## src/rtl/hdr_filter_pkg.sv

```systemverilog
`timescale 1ns/1ps
package hdr_filter_pkg;
  parameter int unsigned ADDR_W = 32;
  parameter int unsigned PORT_W = 16;

  typedef struct packed {
    logic              en;
    logic              deny;
    logic              use_dst;
    logic [ADDR_W-1:0] ip_lo;
    logic [ADDR_W-1:0] ip_hi;
    logic [PORT_W-1:0] port_lo;
    logic [PORT_W-1:0] port_hi;
  } rule_t;

  localparam rule_t RULE_OFF = '{default: '0};
endpackage

```

## src/rtl/filt_rst_sync.sv

```systemverilog
`timescale 1ns/1ps
module filt_rst_sync #(
  parameter int unsigned STAGES = 2
) (
  input  logic clk,
  input  logic rst_n,
  output logic rst_ns
);
  logic [STAGES-1:0] chain_q;

  always_ff @(posedge clk or negedge rst_n) begin
    if (!rst_n) chain_q <= '0;
    else        chain_q <= {chain_q[STAGES-2:0], 1'b1};
  end

  assign rst_ns = chain_q[STAGES-1];
endmodule

```

## src/rtl/filt_rule_slot.sv

```systemverilog
`timescale 1ns/1ps
module filt_rule_slot
  import hdr_filter_pkg::*;
(
  input  logic              clk,
  input  logic              rst_ns,
  input  logic              wr_en,
  input  rule_t             wr_rule,
  input  logic [ADDR_W-1:0] src_ip,
  input  logic [ADDR_W-1:0] dst_ip,
  input  logic [PORT_W-1:0] src_port,
  input  logic [PORT_W-1:0] dst_port,
  output logic              slot_en,
  output logic              slot_deny,
  output logic              slot_hit
);
  rule_t rule_q, rule_d;

  // next-state: load on write enable, hold otherwise
  always_comb begin
    rule_d = rule_q;
    if (wr_en) rule_d = wr_rule;
  end

  always_ff @(posedge clk or negedge rst_ns) begin
    if (!rst_ns) rule_q <= RULE_OFF;
    else         rule_q <= rule_d;
  end

  // range comparator on the selected field pair
  logic [ADDR_W-1:0] cmp_ip;
  logic [PORT_W-1:0] cmp_port;
  logic              ip_in, port_in;

  always_comb begin
    cmp_ip   = rule_q.use_dst ? dst_ip   : src_ip;
    cmp_port = rule_q.use_dst ? dst_port : src_port;
    ip_in    = (cmp_ip   >= rule_q.ip_lo)   && (cmp_ip   <= rule_q.ip_hi);
    port_in  = (cmp_port >= rule_q.port_lo) && (cmp_port <= rule_q.port_hi);
  end

  assign slot_en   = rule_q.en;
  assign slot_deny = rule_q.deny;
  assign slot_hit  = rule_q.en && ip_in && port_in;

  // a write replaces the slot contents at the next edge
  a_r9_slot_load: assert property (@(posedge clk) disable iff (!rst_ns)
    wr_en |=> (rule_q == $past(wr_rule)));
endmodule

```

## src/rtl/filt_merge.sv

```systemverilog
`timescale 1ns/1ps
module filt_merge #(
  parameter int unsigned N_RULES = 8
) (
  input  logic [N_RULES-1:0] en_vec,
  input  logic [N_RULES-1:0] deny_vec,
  input  logic [N_RULES-1:0] hit_vec,
  output logic               drop_c
);
  logic [N_RULES-1:0] permit_vec;
  logic deny_hit, permit_any, permit_hit;

  always_comb begin
    permit_vec = en_vec & ~deny_vec;
    deny_hit   = |(hit_vec & deny_vec);
    permit_any = |permit_vec;
    permit_hit = |(hit_vec & permit_vec);
    drop_c     = deny_hit || (permit_any && !permit_hit);
  end
endmodule

```

## src/rtl/hdr_range_filter.sv

```systemverilog
`timescale 1ns/1ps
module hdr_range_filter
  import hdr_filter_pkg::*;
#(
  parameter int unsigned N_RULES = 8,
  localparam int unsigned IDX_W  = (N_RULES > 1) ? $clog2(N_RULES) : 1
) (
  input  logic              clk,
  input  logic              rst_n,
  input  logic              hdr_vld,
  input  logic [ADDR_W-1:0] src_ip,
  input  logic [ADDR_W-1:0] dst_ip,
  input  logic [PORT_W-1:0] src_port,
  input  logic [PORT_W-1:0] dst_port,
  input  logic              cfg_we,
  input  logic [IDX_W-1:0]  cfg_idx,
  input  logic              cfg_en,
  input  logic              cfg_deny,
  input  logic              cfg_use_dst,
  input  logic [ADDR_W-1:0] cfg_ip_lo,
  input  logic [ADDR_W-1:0] cfg_ip_hi,
  input  logic [PORT_W-1:0] cfg_port_lo,
  input  logic [PORT_W-1:0] cfg_port_hi,
  output logic              verdict_vld,
  output logic              verdict_drop
);
  logic rst_ns;

  filt_rst_sync #(.STAGES(2)) u_rst (
    .clk    (clk),
    .rst_n  (rst_n),
    .rst_ns (rst_ns)
  );

  rule_t wr_rule;
  always_comb begin
    wr_rule.en      = cfg_en;
    wr_rule.deny    = cfg_deny;
    wr_rule.use_dst = cfg_use_dst;
    wr_rule.ip_lo   = cfg_ip_lo;
    wr_rule.ip_hi   = cfg_ip_hi;
    wr_rule.port_lo = cfg_port_lo;
    wr_rule.port_hi = cfg_port_hi;
  end

  logic [N_RULES-1:0] en_vec, deny_vec, hit_vec;

  for (genvar g = 0; g < N_RULES; g++) begin : g_slot
    logic sel_we;
    assign sel_we = cfg_we && (cfg_idx == IDX_W'(g));
    filt_rule_slot u_slot (
      .clk       (clk),
      .rst_ns    (rst_ns),
      .wr_en     (sel_we),
      .wr_rule   (wr_rule),
      .src_ip    (src_ip),
      .dst_ip    (dst_ip),
      .src_port  (src_port),
      .dst_port  (dst_port),
      .slot_en   (en_vec[g]),
      .slot_deny (deny_vec[g]),
      .slot_hit  (hit_vec[g])
    );
  end

  logic drop_c;
  filt_merge #(.N_RULES(N_RULES)) u_merge (
    .en_vec   (en_vec),
    .deny_vec (deny_vec),
    .hit_vec  (hit_vec),
    .drop_c   (drop_c)
  );

  // verdict register: next-state and storage kept apart
  logic vld_d, drop_d, vld_q, drop_q;

  always_comb begin
    vld_d  = hdr_vld;
    drop_d = hdr_vld && drop_c;
  end

  always_ff @(posedge clk or negedge rst_ns) begin
    if (!rst_ns) begin
      vld_q  <= 1'b0;
      drop_q <= 1'b0;
    end else begin
      vld_q  <= vld_d;
      drop_q <= drop_d;
    end
  end

  assign verdict_vld  = vld_q;
  assign verdict_drop = drop_q;

  a_r2_verdict_follows: assert property (@(posedge clk) disable iff (!rst_ns)
    hdr_vld |=> verdict_vld);
  a_r2_no_spurious: assert property (@(posedge clk) disable iff (!rst_ns)
    !hdr_vld |=> !verdict_vld);
  a_r10_drop_qualified: assert property (@(posedge clk) disable iff (!rst_ns)
    verdict_drop |-> verdict_vld);
  a_r7_empty_bank_passes: assert property (@(posedge clk) disable iff (!rst_ns)
    (hdr_vld && (en_vec == '0)) |=> !verdict_drop);
  a_r4_deny_forces: assert property (@(posedge clk) disable iff (!rst_ns)
    (hdr_vld && |(hit_vec & deny_vec)) |=> verdict_drop);
  a_r5_permit_miss: assert property (@(posedge clk) disable iff (!rst_ns)
    (hdr_vld && |(en_vec & ~deny_vec) && !(|(hit_vec & ~deny_vec))) |=> verdict_drop);
endmodule

```

## config.mk

```make
export PLATFORM = sky130hd
export DESIGN_NAME = hdr_range_filter
export DESIGN_NICKNAME = d
export VERILOG_FILES = /design/src/rtl/hdr_filter_pkg.sv /design/src/rtl/filt_rst_sync.sv /design/src/rtl/filt_rule_slot.sv /design/src/rtl/filt_merge.sv /design/src/rtl/hdr_range_filter.sv
export SDC_FILE = /design/constraint.sdc
export NUM_CORES = 2
export LEC_CHECK = 0
export BUFFER_PORTS_ARGS = -buffer_cell sky130_fd_sc_hd__buf_2
export CORE_AREA = 4 4 300 302
export CTS_CLUSTER_SIZE = 14
export DETAILED_ROUTE_END_ITERATION = 10
export DIE_AREA = 0 0 304 306
export MAX_ROUTING_LAYER = met4
export PLACE_DENSITY = 0.75
export RECOVER_POWER = 100
export REMOVE_ABC_BUFFERS = 1
export SLEW_MARGIN = 20
export SYNTH_ARGS = -nofsm -noshare
export SYNTH_HDL_FRONTEND = slang
export SYNTH_SLANG_ARGS = --single-unit
```

## constraint.sdc

```tcl
create_clock -name clk -period 47.6 [get_ports clk]
set_input_delay 2.38 -clock clk [delete_from_list [all_inputs] [get_ports clk]]
set_output_delay 2.38 -clock clk [all_outputs]
set_load 0.02 [all_outputs]
```

Word-level counts from Yosys, hierarchy flattened

Cells that the tools add are included.

Register bits: 796
Latch bits: 0
RAM bits: 0
Bits in read-only memories: 0
Input port bits: 202
Output and inout port bits: 2
Memories kept: 0

$add $sub $neg: 0
Multipliers: 0
Div/mod/pow operators: 0
Order comparisons: 32
Equality and inequality tests: 7
Shift operators: 0
Mux-type cells: 16
Bitwise operators: 4
Reduce and logical (&&, ||, !) cells: 48

Operators with widths:

| operator           | count |
|---|---|
| $ge 32x32->1       | 8 |
| $le 32x32->1       | 8 |
| $mux 32            | 8 |
| $ge 16x16->1       | 8 |
| $le 16x16->1       | 8 |
| $mux 16            | 8 |
| $logic_and 1x1->1  | 42 |
| $and 8x8->8        | 3 |
| $reduce_or 8->1    | 3 |
| $eq 3x3->1 const B | 4 |
| $not 8->8          | 1 |
| $eq 3x2->1 const B | 2 |
| $eq 3x1->1 const B | 1 |
| $logic_not 3->1    | 1 |
| $logic_not 1->1    | 1 |
| $logic_or 1x1->1   | 1 |

Logic depth before layout (Yosys ltp)

Depth after elaboration: 11
Mapped depth: 14
Mapped depth without buffers: 12

By module

A second synthesis with hierarchy kept.

Cell total of the unflattened synthesis: 5580
Area, all modules: 51430.6 um^2

By module, submodules not included:

| module                                | instances | cells an instance | area each (um^2) | sequential area each (um^2) |
|---|---|---|---|---|
| filt_rule_slot (g_slot[0].u_slot ...) | 4         | 693               | 6381.1           | 2477.4 |
| filt_rule_slot (g_slot[6].u_slot ...) | 2         | 692               | 6379.9           | 2477.4 |
| filt_rule_slot (g_slot[3].u_slot)     | 1         | 693               | 6384.9           | 2477.4 |
| filt_rule_slot (g_slot[2].u_slot)     | 1         | 690               | 6377.4           | 2477.4 |
| filt_merge                            | 1         | 27                | 177.7            | 0.0 |
| hdr_range_filter                      | 1         | 11                | 152.6            | 50.0 |
| filt_rst_sync                         | 1         | 3                 | 53.8             | 50.0 |

Least setup slack after synthesis

No wires, ideal clock.

Path type: in2reg
Start point: in dst_ip[0]
End point: reg drop_q, in the netlist verdict_drop
Arrival: 4.717 ns
Setup slack: 42.782 ns
Stages: 12
Buffers on the path: 1
Cell sequence: buf_1 > mux2i_1 > ha_1 > nand2b_1 > a2111oi_2 > nor3_1 > o311ai_2 > a31oi_1 > nand3_1 > o221ai_1 > or3_1 > o32ai_1

Cells in the longest elaborated chain, start to end: 11
Elaborated cells between the ends (all ways): 56
Those cells by class: order compare: 16; mux: 8; bitwise: 2; reduce/logical: 30

Ends and longest elaborated chain:

| item                                         | RTL line               | text |
|---|---|---|
| start: declaration                           | hdr_range_filter.sv:12 | `input logic [ADDR_W-1:0] dst_ip,` |
| $mux 32                                      | filt_rule_slot.sv:36   | `cmp_ip = rule_q.use_dst ? dst_ip : src_ip;` |
| $ge 32x32->1 or $le 32x32->1 (tied branches) | filt_rule_slot.sv:38   | `ip_in = (cmp_ip >= rule_q.ip_lo) && (cmp_ip <= rule_q.ip_hi);` |
| $logic_and 1x1->1                            | filt_rule_slot.sv:38   |  |
| $logic_and 1x1->1 (2 in series)              | filt_rule_slot.sv:44   | `assign slot_hit = rule_q.en && ip_in && port_in;` |
| $and 8x8->8                                  | filt_merge.sv:17       | `permit_hit = \|(hit_vec & permit_vec);` |
| $reduce_or 8->1                              | filt_merge.sv:17       |  |
| $logic_not 1->1                              | filt_merge.sv:18       | `drop_c = deny_hit \|\| (permit_any && !permit_hit);` |
| $logic_and 1x1->1                            | filt_merge.sv:18       |  |
| $logic_or 1x1->1 *                           | filt_merge.sv:18       |  |
| $logic_and 1x1->1 *                          | hdr_range_filter.sv:79 | `drop_d = hdr_vld && drop_c;` |
| net drop_d                                   | hdr_range_filter.sv:75 | `logic vld_d, drop_d, vld_q, drop_q;` |
| end signal: assignment                       | hdr_range_filter.sv:88 | `drop_q <= drop_d;` |
| end: declaration                             | hdr_range_filter.sv:75 |  |

Mark *: on every way through the listed nets, which the timed path passes. The rest lies on a longest branch.
A chain may end at the register's enable or synchronous reset.

==> flow_summary.yaml <==
logic_synthesis:
  yosysTopAreaCell: "dfrtp_1"
  netlist_instances: 5196
  synth_common_cells: "796 x dfrtp_1, 789 x mux2_2, 768 x ha_1"
  synth-warning-count: 0
  synth_cell_types: 69
  synth_area_leaders: "dfrtp_1 38%, ha_1 18%, mux2_2 17%, inv_1 5.4%, o21ai_0 4.5%"
  netlist_area_mm2: 0.0520
  synth_edf_count: 0
  synthFlopType: "dfrtp_1"
  yosysMostFrequentCell: "dfrtp_1"
  synth.avg_cell_area_um2: 10.0
  ys_seq_area_frac: 0.383
  ys_async_sr_fraction: 1.00
  ys_ff_latch: 796
  synth_top_area_frac: 0.383
floorplan:
  fp.dieArea_mm2: 0.0930
  die_h_um: 306
  num_rows: 109
  ios: 204
  fp.coreArea_mm2: 0.0877
  die_w_um: 304
  start_util: 0.593
global_route:
  met1_usage: 0.454
  grt_antenna_before_repair: 16
  grt_pass1_vias: 39100
  top_usage_layer: "met2"
  groute.usage.overall: 0.342
  grt_util_met2: 0.518
  met3_usage: 0.0584
  grt-ovfl-total: 0
  grt_max_degree: 193
  grt_pass1_wl_um: 238000
setup_path:
  worst_setup_path_start_kind: "register"
  cp.required_ns: 45.40
  cp_max_fo: 168
  critPathCaptureType: "async pin"
  crit_type: "reg -> async"
  arrival_ns: 14.69
routing:
  ant_nets: 0
  drtPass1Iterations: 8
  dr_total_vias: 39500
  drcViolationCount: 0
  post_drt_wl_per_cell_um: 23.6
  first_iter_violations: 3243
  routed_via_density: 5.97
  totalWireLength_um: 156000
place:
  dpl_cell_area_mm2: 0.0541
  io_buffers: 203
  place_hpwl_um: 115000
  place_congestion: 1.03
  post-place-ws_ns: 41.25
job:
  max_cap_viol_count: 24
pwr:
  powerDensity_mw_per_mm2: 44.9
  p_leak_nw: 27.6
  peakVddDrop_uv: 35.9
timing:
  worst_slack_ns: 30.71
  fin_tns_setup_ns: 0
  setup_viol: 0
  fin_crit_ns: 16.89
  slew_violations: 1996
  max_slew_margin: -4.99
  worstMarginPinSlew_ns: 8.98
  skew_ns: 0.0190
  final-hold-violation-count: 0
  whs_ns: 0.349
  finalCritPeriodShare: 0.355
  rsz0062_at_grt: "no"
  fmax_mhz: 59.2
cells_and_area:
  syn_to_final_growth_pct: 9.95
  regArea_mm2: 0.0199
  multi_input_area_mm2: 0.0286
  nFillCells: 6906
  final_area_mm2: 0.0572
  final_nets: 6319
  drive_gt1_frac: 0.213
cts:
  cts_buffers: 90
  cts-hold-fix-buffers: 0
  cts_tree: "done"
  cts_resized: 0
  clock-root-buffer: "clkbuf_16"
  h-tree-depth: 3
  clockBufferDepth: 3
  insertion_delay_ns: 0.66
  clkTransAtPathRegs_ns: 0.06
  cts.sinks: 796
  post_cts_buffers: 0
status:
  violations: "capacitance limit, slew limit"
  status: "complete, but fails checks"
worst_hold_path:
  hp-class: "reg -> reg"
==> worst max-delay path, stage by stage (launching register included) <==
cell and delay, ns:
dfrtp_1 1.88, clkbuf_1 2.68, clkbuf_1 2.90, clkbuf_1 6.44
==> layer usage <==
| layer | part of all wire | vias up |
|---|---|---|
| li1 | - | 18500 |
| met1 | 0.42 | 19200 |
| met2 | 0.45 | 1401 |
| met3 | 0.080 | 345 |
| met4 | 0.049 | 0 |
| met5 | 0 | - |
==> metrics by stage <==
step | utilization | instances | total power, W
after floorplan | - | 5023 | 0.00151
after global placement | 0.617 | 6422 | 0.00177
after detailed placement | 0.617 | 6422 | 0.00180
after CTS | 0.653 | 6590 | 0.00255
after global routing | 0.652 | 6603 | 0.00272
final | 0.652 | 6607 | 0.00256
==> state kept, by name (all words and copies together), names as in the netlist <==
signal and cells:
g_slot.u_slot.rule_q 776, g_slot.u_slot.slot_deny 8, g_slot.u_slot.slot_en 8, u_rst.chain_q 2, verdict_drop 1, verdict_vld 1
==> final timing paths <==
| kind | slack (ns) | cells past startpoint | from | end |
|---|---|---|---|---|
| max in group clk | 38.38 | 6 | cfg_we | g_slot[4].u_slot.rule_q[2]$_DFFE_PN0P_ |
| min | 0.35 | 0 | u_rst.chain_q[0]$_DFF_PN0_ | u_rst.chain_q[1]$_DFF_PN0_ |
| max | 30.71 | 3 | u_rst.chain_q[1]$_DFF_PN0_ | g_slot[6].u_slot.rule_q[96]$_DFFE_PN0P_ |
| min reg2reg | 0.35 | 0 | u_rst.chain_q[0]$_DFF_PN0_ | u_rst.chain_q[1]$_DFF_PN0_ |
| min in group asynchronous | 0.97 | 0 | u_rst.chain_q[1]$_DFF_PN0_ | g_slot[4].u_slot.rule_q[37]$_DFFE_PN0P_ |
| max reg2reg | 30.71 | 3 | u_rst.chain_q[1]$_DFF_PN0_ | g_slot[6].u_slot.rule_q[96]$_DFFE_PN0P_ |
==> where the power goes <==
group	leakage (nW)	switching, W	total (W)	internal [W]
clock network	1.54	0.000298	0.000742	0.000444
registers	9.61	0.0000756	0.000898	0.000823
logic	16.4	0.000534	0.000924	0.000389
==> final cells by class <==
class	count	area share
repair buffers	234	0.0203
multi-input cells	3474	0.500
diodes	17	0.000744
well taps	1165	0.0255
clock inverters	23	0.00646
inverters	753	0.0494
flip-flops and latches	796	0.349
clock buffers	145	0.0486
==> cell usage in the layout (no fill, tap or decap), drive strengths merged, types with 19 or more instances in the layout <==
master	n
o21ai	477
a211oi	42
nor2b	27
a21o	80
o211ai	22
nand3	64
a221oi	19
a21oi	236
nor2	79
buf	206
nand4	111
nand2	522
mux2	789
inv	757
nor3	38
and4	28
ha	768
dfrtp	796
clkbuf	173
==> logic make-up (layout without fill, tap and decap cells) <==
logic type	count (synthesis)	count (layout)	share of synthesized area
AOI/OAI and AO/OA	971	971	0.109
and+or+nand+nor	929	929	0.0826
buffers and inverters	926	1155	0.0668
muxes	805	805	0.174
DFF	796	796	0.383
adders and majority gates	768	768	0.185
other	1	18	0.0000721
No activity file was read; power rests on OpenSTA's default activity.
